--- src/rtl/pc_unit.sv ---
module pc_unit #(
  parameter int BANK_W   = 1,
  parameter int PAGE_W   = 4,
  parameter int STEP_W   = 8,
  parameter int VEC_W    = 4,
  parameter int INT_PAGE = 1,
  localparam int ADDR_W  = BANK_W + PAGE_W + STEP_W,
  localparam int BP_W    = BANK_W + PAGE_W
) (
  input  logic              clk,
  input  logic              rst_n,
  input  logic              slot_i,
  input  logic [2:0]        op_i,
  input  logic              cond_i,
  input  logic [STEP_W-1:0] step_i,
  input  logic [BP_W-1:0]   pset_i,
  input  logic [VEC_W-1:0]  vec_i,
  input  logic [ADDR_W-1:0] ret_i,
  output logic [ADDR_W-1:0] addr_o,
  output logic [ADDR_W-1:0] push_o,
  output logic              push_en_o
);

  localparam logic [2:0] OP_SEQ  = 3'd0;
  localparam logic [2:0] OP_JP   = 3'd1;
  localparam logic [2:0] OP_JPC  = 3'd2;
  localparam logic [2:0] OP_CALL = 3'd3;
  localparam logic [2:0] OP_CALZ = 3'd4;
  localparam logic [2:0] OP_RET  = 3'd5;
  localparam logic [2:0] OP_PSET = 3'd6;
  localparam logic [2:0] OP_INT  = 3'd7;

  logic [BANK_W-1:0] bank_q;
  logic [PAGE_W-1:0] page_q;
  logic [STEP_W-1:0] step_q;
  logic [BP_W-1:0]   new_q;
  logic              pend_q;
  logic [ADDR_W-1:0] addr_nxt;

  wire [STEP_W-1:0] step_inc = step_q + 1'b1;
  wire              far_br   = (op_i == OP_JP) || (op_i == OP_CALL) ||
                               (op_i == OP_JPC && cond_i);
  wire [BP_W-1:0]   dest_bp  = pend_q ? new_q : {bank_q, page_q};

  assign addr_o    = {bank_q, page_q, step_q};
  assign push_o    = (op_i == OP_INT) ? addr_o : {bank_q, page_q, step_inc};
  assign push_en_o = slot_i && (op_i == OP_CALL || op_i == OP_CALZ || op_i == OP_INT);

  always_comb begin
    if (far_br)
      addr_nxt = {dest_bp, step_i};
    else begin
      case (op_i)
        OP_CALZ: addr_nxt = {bank_q, {PAGE_W{1'b0}}, step_i};
        OP_RET:  addr_nxt = ret_i;
        OP_INT:  addr_nxt = {bank_q, PAGE_W'(INT_PAGE), STEP_W'(vec_i)};
        default: addr_nxt = {bank_q, page_q, step_inc};
      endcase
    end
  end

  always_ff @(posedge clk or negedge rst_n) begin
    if (!rst_n) begin
      bank_q <= '0;
      page_q <= '0;
      step_q <= '0;
      new_q  <= '0;
      pend_q <= 1'b0;
    end else if (slot_i) begin
      {bank_q, page_q, step_q} <= addr_nxt;
      pend_q <= (op_i == OP_PSET);
      if (op_i == OP_PSET) new_q <= pset_i;
    end
  end


  step_wrap_chk: assert property (@(posedge clk) disable iff (!rst_n)
    slot_i && op_i == OP_SEQ |=>
      addr_o[STEP_W-1:0] == $past(addr_o[STEP_W-1:0]) + 1'b1 &&
      addr_o[ADDR_W-1:STEP_W] == $past(addr_o[ADDR_W-1:STEP_W]));


  near_jump_chk: assert property (@(posedge clk) disable iff (!rst_n)
    slot_i && op_i == OP_JP && !pend_q |=>
      addr_o == {$past(addr_o[ADDR_W-1:STEP_W]), $past(step_i)});


  zero_call_chk: assert property (@(posedge clk) disable iff (!rst_n)
    slot_i && op_i == OP_CALZ |=>
      addr_o[ADDR_W-1 -: BANK_W] == $past(addr_o[ADDR_W-1 -: BANK_W]) &&
      addr_o[STEP_W +: PAGE_W] == '0);


  ret_load_chk: assert property (@(posedge clk) disable iff (!rst_n)
    slot_i && op_i == OP_RET |=> addr_o == $past(ret_i));


  int_vec_chk: assert property (@(posedge clk) disable iff (!rst_n)
    slot_i && op_i == OP_INT |=>
      addr_o[STEP_W +: PAGE_W] == PAGE_W'(INT_PAGE) &&
      addr_o[STEP_W-1:0] == STEP_W'($past(vec_i)));


  hold_chk: assert property (@(posedge clk) disable iff (!rst_n)
    !slot_i |=> $stable(addr_o));

endmodule

--- config.mk ---
export PLATFORM = sky130hd
export DESIGN_NAME = pc_unit
export DESIGN_NICKNAME = d
export VERILOG_FILES = /design/src/rtl/pc_unit.sv
export SDC_FILE = /design/constraint.sdc
export NUM_CORES = 1
export LEC_CHECK = 0
export BUFFER_PORTS_ARGS = -buffer_cell sky130_fd_sc_hd__buf_4
export CAP_MARGIN = 20
export CORE_MARGIN = 3
export CORE_UTILIZATION = 51
export DETAILED_ROUTE_END_ITERATION = 10
export PLACE_DENSITY_LB_ADDON = 0.05
export SLEW_MARGIN = 30
export SYNTH_ARGS = -nofsm -noshare
export SYNTH_HDL_FRONTEND = slang
export SYNTH_SLANG_ARGS = --single-unit
--- constraint.sdc ---
create_clock -name clk -period 2.7 [get_ports clk]
set_input_delay 0.81 -clock clk [delete_from_list [all_inputs] [get_ports clk]]
set_output_delay 0.81 -clock clk [all_outputs]
set_load 0.02 [all_outputs]
==> flow_summary.toml <==
[routing]
route.detailed.vias_per_inst = 5.80
drt-total-wl_um = 3820
drt_iter0_markers = 62
drt-wirelength-per-cell_um = 16.0
first_pass_iters = 4
drc = 0
number_of_antenna_violating_nets_in_the_routed_design = 0
vias = 1387

[power]
pwr_density_cell_mw_per_mm2 = 544
p_comb_share_pct = 46.5
ir_worst_vdd_uv = 375
clock_power_share_pct = 14.6
cellInternalPower_mw = 0.626
static-leakage-power_nw = 0.893
power_switching_share_pct = 39.5
seq_power_share_pct = 38.9
netSwitchingPower_mw = 0.408

[layout]
fillerInstances = 196
final_cells = 239
syn2layout_area_growth_pct = 32.1
antenna-diode-count = 0
final_nets = 248
fraction_of_layout_instances_using_a_drive_strength_above_1_pct = 42.1
fin_area_mm2 = 0.00190

[global_route]
global_route.overflow_total = 0
grt_start_max_net_pins = 23
number_of_global_route_vias_before_repair = 1303
globalRouteTotalUtil_pct = 22.8
grt_first_pass_wirelength_um = 6070
antenna_found_initial = 0

[yosys]
synth.cells.most_frequent = "sky130_fd_sc_hd__dfrtp_1, sky130_fd_sc_hd__buf_4, sky130_fd_sc_hd__nand2_1"
post_synthesis_cell_count = 154
synth.largest_area_cell = "sky130_fd_sc_hd__dfrtp_1"
yosys.area_share.simple_pct = 17.9
synth.top_cell.area_share_pct = 33.0
ys_dominant_reg_cell = "sky130_fd_sc_hd__dfrtp_1"
mappedNetlistArea_mm2 = 0.00144
syn_nets = 192
synth-edff-count = 0
ys_top_cells_by_area = "sky130_fd_sc_hd__dfrtp_1, sky130_fd_sc_hd__mux2_2, sky130_fd_sc_hd__buf_4"
yosysWarningCount = 0
yosys.area_share.adder_pct = 0.870
synth.most_common_cell = "sky130_fd_sc_hd__dfrtp_1"
ys_ff_latch = 19
synth.lib_cells_used.distinct = 52
synth-seq-area-share_pct = 33.0
synthesis.area_per_instance_um2 = 9.34
synth_xor_xnor_area_share_pct = 6.09
post_synth_mux_area_share_pct = 9.22
largest_family_of_logic_cells_by_synthesized_area = "compound AO/OA/AOI/OAI gates"
async_flop_share_pct = 100
synth-compound-area-share_pct = 22.7

[floorplan]
placement_rows = 18
io_pins = 64
initial_cell_density_of_the_core_pct = 56.0
die_h_um = 59.1
design.core.area_mm2 = 0.00257
floorplan.die_area_mm2 = 0.00349
die_wd_um = 59.1

[place]
dp_slack_ns = 0.111
detailed_place.area_mm2 = 0.00187
post-place-cells = 235
gp_congestion = 0.841
post_dp_hpwl_um = 3010
buffer_ports.inserted = 63

[sta]
max-slew-margin-rel_pct = 72.0
max_slew.worst_pin.slew_ns = 0.418
rsz0062_at_grt = "no"
report.final.hold_viol_count = 0
timing.final.crit_period_ns = 2.61
max_freq_mhz = 384
whs_ns = 0.357
fin_setup_tns_ns = 0
fin_crit_sh_pct = 96.5
clock_skew_ns = 0.000618
final_critical_path_setup_slack_ns = 0.0940
pins_over_their_slew_limit = 0
setup_viol_count_final = 0

[cts]
cts-hold-fix-buffers = 0
clkSinkCount = 19
post_cts_resized = 0
clock_tree.htree_level_count = 1
clockRootBuffer = "sky130_fd_sc_hd__clkbuf_4"
cts.clk_slew.worst_paths_ns = 0.12
clock_tree.buffer_depth = 2
numCtsBuffers = 3
tritoncts = "built"
clock_insertion_delay_worst_skew_ns = 0.30
post-cts-setup-buffer-count = 0

[worst_setup_path]
critical_path_buf_inv_count = 1
highest_delay_cell_along_the_critical_path = "sky130_fd_sc_hd__dfrtp_1"
crit_family = "simple AND/OR/NAND/NOR gates"
worstSetupEndpointType = "output port"
timing.critical_path.fanout_max = 7
crit_path_cell_trace = "nand4_2, or2_1, nand2b_1, xnor2_1, buf_4"
critical_path.max_stage_delay_ns = 0.51
critical_path_at_ns = 1.80
crit_required_ns = 1.89
crit_type = "flip-flop to output port"
worstSetupStartpointType = "flip-flop"

[flow_run]
maxCapViolations = 0

[status]
outcome = "completed"

[worst_hold_path]
hp-class = "input pin to asynchronous set/reset pin"
-- worst register-to-register path, cell delays in order, from the launching register on --
cell and delay [ns]:
sky130_fd_sc_hd__dfrtp_1 0.51, sky130_fd_sc_hd__nand4_2 0.18, sky130_fd_sc_hd__or2_1 0.32, sky130_fd_sc_hd__o311a_1 0.36, sky130_fd_sc_hd__o221ai_2 0.14
-- layout by cell type (no fill, tap or decap), types with 2 or more instances in the layout --
cell / netlist / layout
sky130_fd_sc_hd__buf_4: 8 / 68
sky130_fd_sc_hd__dfrtp_1: 19 / 17
sky130_fd_sc_hd__nand2_1: 8 / 8
sky130_fd_sc_hd__nor2_1: 7 / 7
sky130_fd_sc_hd__inv_1: 7 / 7
sky130_fd_sc_hd__o21ai_0: 7 / 7
sky130_fd_sc_hd__a21oi_1: 7 / 7
sky130_fd_sc_hd__nand3_1: 6 / 6
sky130_fd_sc_hd__xnor2_1: 6 / 6
sky130_fd_sc_hd__mux2_2: 6 / 6
sky130_fd_sc_hd__xor2_1: 4 / 4
sky130_fd_sc_hd__nand2b_1: 4 / 4
sky130_fd_sc_hd__a22o_1: 4 / 4
sky130_fd_sc_hd__mux2_1: 4 / 4
sky130_fd_sc_hd__a32oi_1: 3 / 3
sky130_fd_sc_hd__o2111ai_1: 3 / 3
sky130_fd_sc_hd__o221ai_1: 3 / 3
sky130_fd_sc_hd__clkbuf_4: 0 / 3
sky130_fd_sc_hd__nand4_1: 2 / 2
sky130_fd_sc_hd__nor2b_1: 2 / 2
sky130_fd_sc_hd__or2_1: 2 / 2
sky130_fd_sc_hd__or3_1: 2 / 2
sky130_fd_sc_hd__o311a_1: 2 / 2
sky130_fd_sc_hd__o2bb2ai_1: 2 / 2
sky130_fd_sc_hd__mux2i_1: 2 / 2
sky130_fd_sc_hd__dfrtp_2: 0 / 2
-- power by group through the flow --
stage               Combinational, mW  Sequential, mW  Clock [mW]
floorplan                       0.285           0.423           0
global placement                0.472           0.401           0
detailed placement              0.483           0.407           0
CTS                             0.485           0.401       0.151
global route                    0.519           0.413       0.161
finish                          0.481           0.402       0.151
-- stage by stage --
step                      util, %  total power, mW
after floorplan                 -            0.707
after global placement       72.9            0.873
after detailed placement     72.9            0.890
after CTS                    73.9             1.04
after global routing         74.0             1.09
final                        74.0             1.03
-- sequential cells by signal, summed over array words and instances (netlist names) --
name,cells
new_q,5
page_q,4
step_q,8
bank_q,1
pend_q,1
-- final timing paths --
kind,startpoint,end,slack (ns),cells after the start
max reg2reg,step_q[4],step_q[7],1.11,4
min in group clk,new_q[1],new_q[1],0.52,1
max,step_q[4],push_o[7],0.09,5
min,rst_n,step_q[2],0.36,1
min reg2reg,new_q[1],new_q[1],0.52,1
max in group asynchronous,rst_n,step_q[3],2.12,1
-- per-layer routing --
metal | up-vias | wire (um) | track usage [%] | part of all wire (%)
met5 | - | 0 | 0 | 0
met2 | 65 | 1830 | 35.6 | 48
met4 | 0 | 31 | 6.47 | 0.81
met1 | 644 | 1680 | 32.8 | 44
li1 | 673 | - | - | -
met3 | 5 | 277 | 3.05 | 7.2
-- final cells by class --
cell class | count | area (um^2) | area share, %
multi-input cells | 110 | 817 | 43.0
repair buffers | 68 | 510 | 26.9
flip-flops and latches | 19 | 478 | 25.1
well taps | 30 | 37.5 | 1.97
inverters | 8 | 30.0 | 1.58
clock buffers | 3 | 22.5 | 1.18
clock inverters | 1 | 5.00 | 0.263
-- logic make-up (layout without fill, tap and decap cells) --
kind of cell,count (synthesis),after routing
buf+inv,25,80
simple gates,45,45
fa+ha+maj,1,1
mux,12,12
compound gates,42,42
flops,19,19
xor+xnor,10,10
(Power assumes the default switching activity.)
